**config.mk**
```make
export PLATFORM = sky130hd
export DESIGN_NAME = seg_access_check
export DESIGN_NICKNAME = d
export VERILOG_FILES = /design/src/rtl/seg_chk_pkg.sv /design/src/rtl/seg_rights_decode.sv /design/src/rtl/seg_priv_check.sv /design/src/rtl/seg_limit_check.sv /design/src/rtl/seg_access_check.sv
export SDC_FILE = /design/constraint.sdc
export NUM_CORES = 1
export LEC_CHECK = 0
export BUFFER_PORTS_ARGS = -buffer_cell sky130_fd_sc_hd__buf_2
export CAP_MARGIN = 25
export CORE_ASPECT_RATIO = 1.25
export CORE_MARGIN = 1.5
export CORE_UTILIZATION = 55
export DETAILED_ROUTE_END_ITERATION = 8
export GPL_ROUTABILITY_DRIVEN = 1
export PLACE_DENSITY_LB_ADDON = 0.2
export SETUP_SLACK_MARGIN = 0.4
export SLEW_MARGIN = 10
export SYNTH_ARGS = -nofsm -noshare
export SYNTH_HDL_FRONTEND = slang
export SYNTH_SLANG_ARGS = --single-unit
export TNS_END_PERCENT = 1
```
**constraint.sdc**
```tcl
create_clock -name clk -period 0.8 [get_ports clk]
set_input_delay 0.16 -clock clk [delete_from_list [all_inputs] [get_ports clk]]
set_output_delay 0.16 -clock clk [all_outputs]
set_load 0.02 [all_outputs]
```
**src/rtl/seg_chk_pkg.sv**
```systemverilog
package seg_chk_pkg;

   typedef enum logic [1:0] {
      ACC_READ  = 2'd0,
      ACC_WRITE = 2'd1,
      ACC_FETCH = 2'd2,
      ACC_RSVD  = 2'd3
   } acc_kind_e;

   typedef enum logic [2:0] {
      CAUSE_NONE   = 3'd0,
      CAUSE_ABSENT = 3'd1,
      CAUSE_LIMIT  = 3'd2,
      CAUSE_TYPE   = 3'd3,
      CAUSE_PRIV   = 3'd4
   } cause_e;

   // bit positions inside the access-rights byte
   localparam int RB_RW      = 1;
   localparam int RB_DIR     = 2;
   localparam int RB_CODE    = 3;
   localparam int RB_NONSYS  = 4;
   localparam int RB_DPL_LO  = 5;
   localparam int RB_PRESENT = 7;

endpackage

```
**src/rtl/seg_rights_decode.sv**
```systemverilog
module seg_rights_decode
   import seg_chk_pkg::*;
#(
   parameter int RIGHTS_W = 8,
   parameter int PL_W     = 2
) (
   input  logic [RIGHTS_W-1:0] rights,
   input  logic [1:0]          kind,
   output logic                present,
   output logic                is_code,
   output logic                conforming,
   output logic                grows_down,
   output logic [PL_W-1:0]     dpl,
   output logic                type_bad
);

   logic is_rd, is_wr, is_fetch, is_rsvd, rw_bit;

   assign is_rd    = (kind == ACC_READ);
   assign is_wr    = (kind == ACC_WRITE);
   assign is_fetch = (kind == ACC_FETCH);
   assign is_rsvd  = (kind == ACC_RSVD);

   assign present    = rights[RB_PRESENT];
   assign is_code    = rights[RB_CODE];
   assign rw_bit     = rights[RB_RW];
   assign conforming = is_code & rights[RB_DIR];
   assign grows_down = ~is_code & rights[RB_DIR];
   assign dpl        = rights[RB_DPL_LO +: PL_W];

   always_comb begin
      if (!rights[RB_NONSYS] || is_rsvd) begin
         type_bad = 1'b1;
      end else if (is_code) begin
         type_bad = is_wr | (is_rd & ~rw_bit);
      end else begin
         type_bad = is_fetch | (is_wr & ~rw_bit);
      end
   end

endmodule

```
**src/rtl/seg_priv_check.sv**
```systemverilog
module seg_priv_check
   import seg_chk_pkg::*;
#(
   parameter int PL_W = 2
) (
   input  logic [PL_W-1:0] cpl,
   input  logic [PL_W-1:0] rpl,
   input  logic [PL_W-1:0] dpl,
   input  logic [1:0]      kind,
   input  logic            conforming,
   output logic            priv_bad
);

   logic [PL_W-1:0] eff_pl;

   // weaker (numerically larger) of the two levels
   assign eff_pl = (cpl > rpl) ? cpl : rpl;

   always_comb begin
      if (kind == ACC_FETCH) begin
         priv_bad = conforming ? (cpl < dpl) : (cpl != dpl);
      end else if (conforming) begin
         priv_bad = 1'b0;
      end else begin
         priv_bad = (eff_pl > dpl);
      end
   end

endmodule

```
**src/rtl/seg_limit_check.sv**
```systemverilog
module seg_limit_check #(
   parameter int ADDR_W     = 32,
   parameter int LIM_W      = 20,
   parameter int GRAN_SHIFT = 12,
   parameter int SMALL_W    = 16,
   parameter int SIZE_W     = 2
) (
   input  logic [ADDR_W-1:0] offset,
   input  logic [LIM_W-1:0]  limit,
   input  logic              gran,
   input  logic              big,
   input  logic              grows_down,
   input  logic [SIZE_W-1:0] size_m1,
   output logic              over_limit
);

   localparam int PAD_B = ADDR_W - LIM_W;
   localparam int PAD_G = ADDR_W - LIM_W - GRAN_SHIFT;
   localparam int PAD_S = ADDR_W - SMALL_W;
   localparam int PAD_Z = ADDR_W + 1 - SIZE_W;

   logic [ADDR_W-1:0] lim_bytes, lim_pages, eff_lim, top_bound;
   logic [ADDR_W:0]   last_byte;
   logic              up_bad, dn_bad;

   assign lim_bytes = {{PAD_B{1'b0}}, limit};

   generate
      if (PAD_G == 0) begin : g_full_pages
         assign lim_pages = {limit, {GRAN_SHIFT{1'b1}}};
      end else begin : g_pad_pages
         assign lim_pages = {{PAD_G{1'b0}}, limit, {GRAN_SHIFT{1'b1}}};
      end
   endgenerate

   assign eff_lim   = gran ? lim_pages : lim_bytes;
   assign top_bound = big ? {ADDR_W{1'b1}} : {{PAD_S{1'b0}}, {SMALL_W{1'b1}}};
   assign last_byte = {1'b0, offset} + {{PAD_Z{1'b0}}, size_m1};

   assign up_bad = (last_byte > {1'b0, eff_lim});
   assign dn_bad = (offset <= eff_lim) || (last_byte > {1'b0, top_bound});

   assign over_limit = grows_down ? dn_bad : up_bad;

endmodule

```
**src/rtl/seg_access_check.sv**
```systemverilog
module seg_access_check
   import seg_chk_pkg::*;
#(
   parameter int ADDR_W     = 32,
   parameter int LIM_W      = 20,
   parameter int GRAN_SHIFT = 12,
   parameter int SMALL_W    = 16,
   parameter int SIZE_W     = 2,
   parameter int PL_W       = 2,
   parameter int RIGHTS_W   = 8,
   parameter bit REG_OUT    = 1'b1
) (
   input  logic              clk,
   input  logic              rst_n,
   input  logic              req_valid,
   input  logic [31:0]       seg_base,
   input  logic [19:0]       seg_limit,
   input  logic              seg_gran,
   input  logic              seg_big,
   input  logic [7:0]        seg_rights,
   input  logic [31:0]       offset,
   input  logic [1:0]        acc_kind,
   input  logic [1:0]        acc_size,
   input  logic [1:0]        cpl,
   input  logic [1:0]        rpl,
   output logic              out_valid,
   output logic [31:0]       lin_addr,
   output logic              fault,
   output logic [2:0]        fault_cause
);

   localparam int CAUSE_W = $bits(cause_e);

   generate
      if (ADDR_W != 32 || LIM_W != 20 || SIZE_W != 2 || PL_W != 2 || RIGHTS_W != 8) begin : g_port_mismatch
         $error("seg_access_check: port widths are fixed to the default parameter set");
      end
      if (ADDR_W < LIM_W + GRAN_SHIFT) begin : g_gran_overflow
         $error("seg_access_check: scaled limit does not fit the address width");
      end
      if (SMALL_W > ADDR_W) begin : g_small_bound
         $error("seg_access_check: small upper bound wider than the address");
      end
   endgenerate

   logic              present, is_code, conforming, grows_down, type_bad, priv_bad, over_limit;
   logic [PL_W-1:0]   dpl;
   logic [ADDR_W-1:0] addr_c;
   cause_e            cause_c;

   seg_rights_decode #(.RIGHTS_W(RIGHTS_W), .PL_W(PL_W)) u_rights (
      .rights     (seg_rights),
      .kind       (acc_kind),
      .present    (present),
      .is_code    (is_code),
      .conforming (conforming),
      .grows_down (grows_down),
      .dpl        (dpl),
      .type_bad   (type_bad)
   );

   seg_priv_check #(.PL_W(PL_W)) u_priv (
      .cpl        (cpl),
      .rpl        (rpl),
      .dpl        (dpl),
      .kind       (acc_kind),
      .conforming (conforming),
      .priv_bad   (priv_bad)
   );

   seg_limit_check #(
      .ADDR_W     (ADDR_W),
      .LIM_W      (LIM_W),
      .GRAN_SHIFT (GRAN_SHIFT),
      .SMALL_W    (SMALL_W),
      .SIZE_W     (SIZE_W)
   ) u_limit (
      .offset     (offset),
      .limit      (seg_limit),
      .gran       (seg_gran),
      .big        (seg_big),
      .grows_down (grows_down),
      .size_m1    (acc_size),
      .over_limit (over_limit)
   );

   assign addr_c = seg_base + offset;

   // fixed priority: absent, type, privilege, limit
   always_comb begin
      if (!present)        cause_c = CAUSE_ABSENT;
      else if (type_bad)   cause_c = CAUSE_TYPE;
      else if (priv_bad)   cause_c = CAUSE_PRIV;
      else if (over_limit) cause_c = CAUSE_LIMIT;
      else                 cause_c = CAUSE_NONE;
   end

   generate
      if (REG_OUT) begin : g_reg_out
         always_ff @(posedge clk or negedge rst_n) begin
            if (!rst_n) begin
               out_valid   <= 1'b0;
               lin_addr    <= '0;
               fault       <= 1'b0;
               fault_cause <= CAUSE_NONE;
            end else begin
               out_valid   <= req_valid;
               lin_addr    <= addr_c;
               fault       <= req_valid && (cause_c != CAUSE_NONE);
               fault_cause <= req_valid ? CAUSE_W'(cause_c) : CAUSE_W'(CAUSE_NONE);
            end
         end
      end else begin : g_comb_out
         assign out_valid   = req_valid;
         assign lin_addr    = addr_c;
         assign fault       = req_valid && (cause_c != CAUSE_NONE);
         assign fault_cause = req_valid ? CAUSE_W'(cause_c) : CAUSE_W'(CAUSE_NONE);
      end
   endgenerate

endmodule

```
==> Implementation_results.wiki, run 1 <==
{| class="wikitable"
! Metric !! Value
|-
| Crit path DAT || ~3.3 ns
|-
| Slew at the pin closest to its max-slew limit || between 0.4 and 0.5 ns
|-
| Cell area after technology mapping || ~5400 µm²
|-
| Initial Utilization || 0.565
|-
| Reported max-cap violation count || 0
|-
| Peak ir drop on the vdd network || 988 µV
|-
| Die boundary height || about 110 µm
|-
| Met1 Resource Use GR || 0.378
|-
| Worst-path fanout max || 5
|-
| Met2 track demand over resource || 0.728
|-
| Hold Crit Class || in2async
|-
| Syn_area_per_cell || about 8.4 µm²
|-
| Clock tree sinks || 37
|-
| Die area || between 10000 and 15000 µm²
|-
| Final hold violation count || 37
|-
| Layout fillers || 517
|-
| Cell count after placement || roughly 1.1k
|-
| DRC viols || 0
|-
| Global-route wire length before repair || 31400 µm
|-
| Routed Wire Length || around 20000 µm
|-
| Fraction of the yosys area taken by sequential cells || 0.171
|-
| Fmax achieved || ~330 MHz
|-
| Maximum root-to-sink buffer count || 2
|-
| Number of global-route vias before repair || 6976
|-
| Synthesis-stage register bit count || 37
|-
| Overflow left after global routing || 0
|-
| Final Power || just over 10000 µW
|-
| Clock slew at reported path FFs || around 0.070 ns
|-
| Final Non-Filler Cells || about 1.1k
|-
| Run status || finished, violations left
|-
| Post-placement cell area || 7760 µm²
|-
| Number of placed I/O pins || around 140
|-
| Per-cell routed wire length || ~19 µm
|-
| Share of layout cells above drive strength 1 || 0.438
|-
| Layout overhead on the synthesized area || 54.6%
|-
| Number of vias after detailed routing || roughly 6.6k
|-
| Final worst slack || -2.27 ns
|-
| Final estimated routing congestion in global placement || ~0.96
|-
| Largest net degree at the start of global routing || 38
|-
| Detailed router's first-iteration violation count || around 360
|-
| Hold slack final || -0.171 ns
|-
| Critical Path End Type || flop
|-
| Synth Instances || 640
|-
| Fin area || around 8400 µm²
|-
| Drt via density || between 6 and 7
|-
| EDFF count, synth || 0
|-
| Violations in the final reports || hold timing, setup timing
|-
| Launch point of the critical path || offset[0]
|-
| TritonCTS clock tree || yes
|-
| Headroom to the max-slew limit || 0.667
|-
| Synth warnings || 0
|-
| Placeable core region || between 9000 and 10000 µm²
|-
| Ys async rst share || 1.00
|-
| Final setup violation count || a little over 70
|-
| Syn Nets || roughly 870
|-
| Standard-cell rows || 40
|-
| Area of combinational cells with multiple inputs || between 4000 and 5000 µm²
|-
| Net count reported at finish || between 1k and 1.5k
|-
| Number of nets still failing antenna checks after routing || 0
|-
| Reported leakage power || ~0.0043 µW
|-
| Combined flip-flop and latch cell area || between 900 and 1000 µm²
|-
| Most area-consuming cells after synthesis || ha_1, dfrtp_1, xnor2_1
|-
| Global-route track usage on met3 || 0.0533
|-
| Proportion of netlist area held by the largest area contributor || 0.278
|-
| Most used DFF post-synth || dfrtp_1
|-
| CP startpoint kind || input pin
|-
| H-tree Lvls || 2
|-
| Critical path class || in2reg
|-
| Overall routing resource usage || 0.378
|-
| Pre-Repair DR Iteration Count || 5
|-
| DP Wirelength || between 15000 and 20000 µm
|-
| Inserted Clock Buffers || 5
|-
| Post-route fraction of the period consumed by the critical path || 3.84
|-
| CTS root buf || clkbuf_16
|-
| Post-layout minimum cycle time || 3.07 ns
|-
| Unrepaired setup endpoints after global routing || true
|-
| Max-slew violations || 0
|-
| Worst Path Required || a little under 1 ns
|-
| DIE WIDTH || 91.6 µm
|-
| Power density over the cells || roughly 1200 nW/µm²
|-
| Initial antenna violation count || 0
|-
| Grt peak-use layer || met2
|-
| Synth cell types || 56
|-
| # port buffers || between 100 and 150
|-
| Post-synth top area cell || ha_1
|-
| # diodes || 0
|}
[stage by stage]
| stage | hold slack, ns | util | setup WS (ns) | setup TNS, ns |
|---|---|---|---|---|
| 6_report | -0.171 | 0.874 | -2.27 | -42.06 |
| 5_1_grt | -0.145 | 0.874 | -2.48 | -45.52 |
| 4_1_cts | -0.157 | 0.856 | -2.22 | -40.71 |
| 3_5_place_dp | 0.150 | 0.812 | -2.62 | -52.84 |
| 3_3_place_gp | 0.142 | 0.812 | -2.52 | -51.07 |
| 2_1_floorplan | -0.136 | - | -2.29 | -34.05 |
[sequential cells by signal (all words and copies together), names as in the netlist]
signal,count
out_valid,1
fault_cause,3
fault,1
lin_addr,32
[cells in the mapped netlist, types with 5 or more instances]
master and number:
nand3_1 22, mux2i_1 9, nor3_1 9, nand4_1 31
nand2b_1 9, nor2b_1 13, a21oi_1 51, o21ai_0 31
a21o_1 38, clkbuf_1 8, and3_1 12, xor2_1 17
inv_1 26, a31oi_1 5, ha_1 120, dfrtp_1 37
and4_1 6, xnor2_1 43, nor2_1 41, a211oi_1 5
buf_2 6, nand2_1 44
[per-layer routing]
metal,vias up,wire [µm],part of all wire
met5,-,0,0
met4,0,1350,0.066
met3,126,1310,0.064
met2,364,10600,0.52
met1,3097,7120,0.35
li1,3030,-,-
[worst paths after layout]
kind,endpoint,slack (ns),cells past startpoint
worst min-delay path,lin_addr[13],-0.17,2
worst max-delay path,fault_cause[1],-2.27,17
max in group asynchronous,fault,0.76,2
min in group clk,out_valid,0.03,1
[cell families after synthesis]
| family | after synthesis | synth area share |
|---|---|---|
| compound gates | 164 | 0.199 |
| xor+xnor | 60 | 0.0973 |
| fa+ha+maj | 122 | 0.285 |
| buf+inv | 41 | 0.0301 |
| flops | 37 | 0.171 |
| mux | 9 | 0.0167 |
| simple gates | 207 | 0.200 |
[worst max-delay path: stages]
cell and delay, ns:
buf_2 0.13, ha_4 0.18, fa_2 0.38, and3_4 0.20, buf_4 0.15, nand3_1 0.09, xnor2_1 0.14, ha_1 0.29
a21o_1 0.17, a21oi_1 0.20, nor2b_1 0.09, o21ai_0 0.27, a21oi_2 0.12, a2111oi_2 0.28, a21oi_1 0.12, nor3_2 0.17
o32ai_1 0.12
[layout by cell type, fill, tap and decap left out, types with 31 or more instances in the layout]
cell type,Yosys,final
a21o_1,38,38
ha_1,120,107
nand4_1,31,31
a21oi_1,51,36
nor2_1,41,38
nand2_1,44,40
buf_2,6,133
xnor2_1,43,38
dfrtp_1,37,37
buf_4,0,190
[what timing repair did]
action,CTS,global route
endpoints found under the hold margin,37,37
endpoints found under the setup margin,73,73
pin swaps,36,18
setup buffers,4,0
resized for setup,60,31
[layout make-up]
type / instances / area share
Multi-Input combinational cell: 562 / 0.571
Timing Repair Buffer: 336 / 0.270
Sequential cell: 37 / 0.111
Tap cell: 126 / 0.0189
Clock buffer: 6 / 0.0154
Inverter: 26 / 0.0117
Clock inverter: 2 / 0.00180
[where the power goes]
group          switching, µW  internal [µW]
Combinational           3010           2660
Sequential               102           2230
Clock                    896           1160
Total                   4010           6050
Note: power is estimated with default switching activity, not from simulation.
==> run 2, diff against run 1 <==
--- a/config.mk
+++ b/config.mk
@@ -14,6 +14,7 @@
 export GPL_ROUTABILITY_DRIVEN = 1
 export PLACE_DENSITY_LB_ADDON = 0.2
 export SETUP_SLACK_MARGIN = 0.4
+export SKIP_LAST_GASP = 1
 export SLEW_MARGIN = 10
 export SYNTH_ARGS = -nofsm -noshare
 export SYNTH_HDL_FRONTEND = slang
==> run 2 against run 1 <==
The flow still finishes with violations (hold timing, setup timing). Die area stayed put. Critical endpoint unchanged. Sequential cell count is the same. Via count is 3.2% lower. Critical path depth rose by 1. Maximum frequency rose by 2.2%. Highest routed layer unchanged. Worst setup slack gained 0.068 ns. Largest power group unchanged. Combinational power down 8.3%.
==> Implementation_results.wiki, run 2 (synthesis results as in run 1) <==
{| class="wikitable"
! Metric !! Value
|-
| Reported leakage power || approximately 0.0042 µW
|-
| Max stage delay cell, worst path || fa_2
|-
| Cell count after placement || 1083
|-
| Area of combinational cells with multiple inputs || roughly 4500 µm²
|-
| Fmax achieved || about 330 MHz
|-
| Largest register FFs || 32
|-
| Placeable core region || 9560 µm²
|-
| Final total negative setup slack || -48.45 ns
|-
| Standard-cell rows || 40
|-
| Registers with the highest flip-flop counts || lin_addr x32, fault_cause x3
|-
| H-tree Lvls || 2
|-
| Hold slack final || -0.168 ns
|-
| Combined flip-flop and latch cell area || 926 µm²
|-
| Initial antenna violation count || 0
|-
| Per-cell routed wire length || 16.7 µm
|-
| Post-layout minimum cycle time || ~3 ns
|-
| Hold Crit Class || in2async
|-
| Clock tree sinks || 37
|-
| Worst-path fanout max || 2
|-
| DP Wirelength || between 15000 and 20000 µm
|-
| Net count reported at finish || 1195
|-
| Post-route fraction of the period consumed by the critical path || 3.76
|-
| Overflow left after global routing || 0
|-
| Worst Path Required || 0.97 ns
|-
| Critical Path End Type || flop
|-
| CTS root buf || clkbuf_16
|-
| Headroom to the max-slew limit || 0.685
|-
| Clock slew at reported path FFs || around 0.06 ns
|-
| Share of layout cells above drive strength 1 || 0.393
|-
| Critical path class || in2reg
|-
| TritonCTS clock tree || yes
|-
| DRC viols || 0
|-
| Layout fillers || 600
|-
| Number of global-route vias before repair || around 6.7k
|-
| Crit path DAT || between 3 and 4 ns
|-
| Power density over the cells || about 1200 nW/µm²
|-
| Library cell appearing most often on the critical path || nor2_1
|-
| # diodes || 0
|-
| Final hold violation count || 37
|-
| # port buffers || between 100 and 150
|-
| Run status || finished, violations left
|-
| Number of placed I/O pins || 142
|-
| Number of vias after detailed routing || 6403
|-
| CP max stage delay || between 0.3 and 0.4 ns
|-
| Reported max-cap violation count || 0
|-
| Final Non-Filler Cells || 1095
|-
| Peak ir drop on the vdd network || 967 µV
|-
| Final worst slack || -2.21 ns
|-
| Unrepaired setup endpoints after global routing || true
|-
| Layout overhead on the synthesized area || 48.2%
|-
| Pre-Repair DR Iteration Count || 5
|-
| Final estimated routing congestion in global placement || ~0.96
|-
| Number of nets still failing antenna checks after routing || 0
|-
| Slew at the pin closest to its max-slew limit || approximately 0.46 ns
|-
| Largest net degree at the start of global routing || 38
|-
| Detailed router's first-iteration violation count || about 350
|-
| Global-route wire length before repair || around 30000 µm
|-
| Commonest cells after routing, fill and taps aside || buf_4, buf_2, ha_1, a21oi_1, nand2_1
|-
| Largest Register || lin_addr
|-
| CP Cell Sequence || buf_2, ha_4, fa_2, and3_4, nand3_4, buf_4, nor2_1, xor2_1, ha_1, nand4_1, nor2_1, a221oi_1, o21ai_1, a31o_2, a211oi_2, a21oi_1, nor3_2, o32ai_1
|-
| Inserted Clock Buffers || 5
|-
| Most common cell after layout, fill and taps aside || buf_4
|-
| Initial Utilization || 0.565
|-
| Die area || ~10000 µm²
|-
| Overall routing resource usage || 0.357
|-
| Final setup violation count || 71
|-
| Routed Wire Length || between 15000 and 20000 µm
|-
| Maximum root-to-sink buffer count || 2
|-
| DIE WIDTH || 91.6 µm
|-
| Max-slew violations || 0
|-
| CP startpoint kind || input pin
|-
| Violations in the final reports || hold timing, setup timing
|-
| Die boundary height || roughly 110 µm
|-
| Launch point of the critical path || offset[0]
|-
| Capturing element of the worst setup path || fault_cause[1]
|-
| Final standard cell utilization of the core || 0.837
|-
| Drt via density || 5.85
|}
run 2: cell count changes in the layout (fill, tap and decap cells not counted), moves of 11 or more:
cell     before  now
a21oi_1      36   48
a21oi_2      13    2
buf_6        11    0
o21ai_0      18   30
run 2: how the worst min path moves through the flow:
stage,slack (ns),from,cells after the start,to
floorplan,-0.14,rst_n,0,fault
global placement,0.14,rst_n,2,lin_addr[16]
detailed placement,0.15,rst_n,2,lin_addr[18]
finish,-0.17,rst_n,2,lin_addr[16]
global route,-0.15,rst_n,2,lin_addr[11]
CTS,-0.16,rst_n,2,lin_addr[19]
run 2: final cells by class:
cell class,count,share of cell area
Inverter,26,0.0122
Clock buffer,6,0.0161
Timing Repair Buffer,336,0.275
Clock inverter,2,0.00188
Sequential cell,37,0.116
Tap cell,126,0.0197
Multi-Input combinational cell,562,0.560
run 2: metrics by stage:
step | area [µm²] | setup WS [ns] | total power [µW] | hold slack (ns)
finish | 8000 | -2.21 | 9550 | -0.168
global route | 8000 | -2.39 | 10100 | -0.147
CTS | 7980 | -2.23 | 9530 | -0.157
detailed placement | 7760 | -2.62 | 7440 | 0.150
global placement | 7760 | -2.52 | 7190 | 0.142
floorplan | 5520 | -2.29 | 5070 | -0.136
run 2: where the power goes:
part / internal, µW / switching [µW] / leakage [µW] / total, µW
clock: 1160 / 866 / 0.0000631 / 2020
sequential: 2230 / 85.1 / 0.000434 / 2310
combinational: 2450 / 2760 / 0.00372 / 5210
run 2: routing by layer:
metal / GRT usage / vias to the layer above / wire, µm
met5: 0 / - / 0
met4: 0.195 / 0 / 923
met3: 0.0447 / 76 / 1030
met2: 0.696 / 308 / 9660
met1: 0.364 / 2987 / 6680
li1: - / 3032 / -
run 2: timing repair:
item,in CTS,in global routing
endpoints found under the setup margin,73,73
pin swaps,12,3
gates resized for setup,9,4
setup buffers,4,0
endpoints found under the hold margin,37,37
run 2: critical path, delay by kind of cell:
family,cells,cell delay [ns]
compound gates,6,1.05
xor+xnor,1,0.17
fa+ha+maj,3,0.87
buf+inv,2,0.24
simple gates,6,0.68
==> run 3, diff against run 2 <==
--- a/config.mk
+++ b/config.mk
@@ -9,7 +9,7 @@
 export CAP_MARGIN = 25
 export CORE_ASPECT_RATIO = 1.25
 export CORE_MARGIN = 1.5
-export CORE_UTILIZATION = 55
+export CORE_UTILIZATION = 38
 export DETAILED_ROUTE_END_ITERATION = 8
 export GPL_ROUTABILITY_DRIVEN = 1
 export PLACE_DENSITY_LB_ADDON = 0.2
==> run 3 against run 2 <==
The flow still finishes with violations (hold timing, setup timing). Power rose by 3.1%. Highest routed layer unchanged. Count of clock-buffer cells in the layout unchanged. Sequential power barely moved. First-iteration DRC count is 39% lower. Design area up 0.63%.
==> Implementation_results.wiki, run 3 (synthesis results as in run 1) <==
{| class="wikitable"
! Metric !! Value
|-
| Die boundary height || 136 µm
|-
| # port buffers || 140
|-
| Unrepaired setup endpoints after global routing || true
|-
| Initial Utilization || 0.389
|-
| Power density over the cells || ~1200 nW/µm²
|-
| CP max stage delay || roughly 0.27 ns
|-
| Final estimated routing congestion in global placement || around 0.96
|-
| Cell type group with the largest total delay on the critical path || compound AO/OA/AOI/OAI gates
|-
| Hold slack final || -0.174 ns
|-
| Fmax achieved || around 330 MHz
|-
| Net count reported at finish || 1197
|-
| Clock slew at reported path FFs || approximately 0.07 ns
|-
| Hold Crit Class || in2async
|-
| Largest Register || lin_addr
|-
| CP startpoint kind || input pin
|-
| Final setup violation count || 71
|-
| Clock tree sinks || 37
|-
| Violations in the final reports || hold timing, setup timing
|-
| Crit path DAT || 3.18 ns
|-
| Post-layout minimum cycle time || 3.01 ns
|-
| Switching portion of total power || 0.375
|-
| CTS root buf || clkbuf_16
|-
| Seq pwr share || 0.234
|-
| Headroom to the max-slew limit || 0.718
|-
| Slew at the pin closest to its max-slew limit || 0.411 ns
|-
| H-tree Lvls || 2
|-
| Peak ir drop on the vdd network || around 840 µV
|-
| Per-cell routed wire length || 16.3 µm
|-
| Final hold violation count || 37
|-
| Reported max-cap violation count || 0
|-
| Overflow left after global routing || 0
|-
| Largest net degree at the start of global routing || 38
|-
| Number of vias after detailed routing || approximately 6k
|-
| Library cell appearing most often on the critical path || a21o_1
|-
| Max stage delay cell, worst path || ha_4
|-
| Drt via density || 5.26
|-
| Area of combinational cells with multiple inputs || 4440 µm²
|-
| Die area || between 10000 and 15000 µm²
|-
| Clock share of power || 0.242
|-
| Number of nets still failing antenna checks after routing || 0
|-
| Pre-Repair DR Iteration Count || 5
|-
| Commonest cells after routing, fill and taps aside || buf_4, buf_2, ha_1, a21oi_1, nand2_1
|-
| Post-route fraction of the period consumed by the critical path || 3.76
|-
| Maximum root-to-sink buffer count || 2
|-
| Most common cell after layout, fill and taps aside || buf_4
|-
| Critical path class || in2reg
|-
| DIE WIDTH || roughly 110 µm
|-
| Standard-cell rows || between 40 and 50
|-
| DP Wirelength || between 15000 and 20000 µm
|-
| Internal Pwr Total || slightly above 6000 µW
|-
| Routed Wire Length || ~19000 µm
|-
| Overall routing resource usage || 0.259
|-
| Layout fillers || 1298
|-
| Post-placement cell area || roughly 8000 µm²
|-
| Share of layout cells above drive strength 1 || 0.390
|-
| Number of global-route vias before repair || between 6k and 7k
|-
| Placeable core region || approximately 14000 µm²
|-
| Initial antenna violation count || 0
|-
| Fraction of power consumed by combinational cells || 0.524
|-
| Final total negative setup slack || -46.71 ns
|-
| Buffers plus inverters on the worst setup path || 1
|-
| Reported leakage power || around 0.0042 µW
|-
| Final worst slack || -2.21 ns
|-
| Global-route wire length before repair || approximately 30000 µm
|-
| Fin area || a little over 8000 µm²
|-
| Max-slew violations || 0
|-
| TritonCTS clock tree || yes
|-
| Combined flip-flop and latch cell area || around 930 µm²
|-
| Number of placed I/O pins || 142
|-
| # diodes || 0
|-
| Inserted Clock Buffers || 5
|-
| Switching Power || roughly 3700 µW
|-
| Layout overhead on the synthesized area || 49.1%
|-
| CP Cell Sequence || buf_2, ha_4, a21oi_4, nor3b_4, nand3_2, nor2_2, and2_4, nand4_1, xnor2_2, ha_2, a21o_1, a21o_1, a211o_1, a21o_1, a21o_1, a211oi_2, a21oi_1, nor3_2, o31ai_1
|-
| Largest register FFs || 32
|-
| Registers with the highest flip-flop counts || lin_addr x32, fault_cause x3
|-
| DRC viols || 0
|-
| Detailed router's first-iteration violation count || about 210
|-
| Critical Path End Type || flop
|-
| Worst-path fanout max || 4
|-
| Worst Path Required || 0.97 ns
|-
| Run status || finished, violations left
|}
-- run 3: what timing repair did --
item / CTS / global route
endpoints found under the hold margin: 37 / 37
buffers inserted: 0 / 1
endpoints found under the setup margin: 73 / 73
pin swaps: 1 / 8
resized for setup: 4 / 4
-- run 3: layout make-up --
| type | count | area share |
|---|---|---|
| sequential | 37 | 0.115 |
| multi-input combinational | 562 | 0.552 |
| inverter | 26 | 0.0121 |
| clock inverter | 2 | 0.00482 |
| tap | 175 | 0.0272 |
| timing repair buffer | 338 | 0.273 |
| clock buffer | 6 | 0.0160 |
-- run 3: final timing paths --
check                      slack (ns)  cells past startpoint        start           end
max                             -2.21                     19  acc_size[1]         fault
min                             -0.17                      2        rst_n   lin_addr[1]
max in group asynchronous        0.76                      2        rst_n  lin_addr[31]
min in group clk                 0.02                      1    req_valid     out_valid
-- run 3: power by group through the flow --
stage | clock network [µW] | registers (µW) | logic, µW
after floorplan | 0 | 2850 | 2220
after global placement | 0 | 2340 | 5000
after detailed placement | 0 | 2350 | 5120
after CTS | 2460 | 2310 | 5170
after global routing | 2520 | 2350 | 5670
final | 2380 | 2310 | 5160
-- run 3: layer usage --
layer  global-route usage  wire [µm]  vias up
met3               0.0355        791       40
met4               0.0866        577        0
met2                0.494       9920      175
met5                    0          0        -
li1                     -          -     3036
met1                0.287       7340     2774
-- run 3: per-stage QoR --
| step | setup WS (ns) | total power [µW] | std cells | hold slack, ns | utilization |
|---|---|---|---|---|---|
| global placement | -2.56 | 7340 | 1137 | 0.142 | 0.566 |
| CTS | -2.24 | 9950 | 1145 | -0.168 | 0.578 |
| floorplan | -2.29 | 5070 | 640 | -0.136 | - |
| global route | -2.42 | 10600 | 1146 | -0.166 | 0.581 |
| detailed placement | -2.66 | 7470 | 1137 | 0.155 | 0.566 |
| finish | -2.21 | 9840 | 1146 | -0.174 | 0.581 |
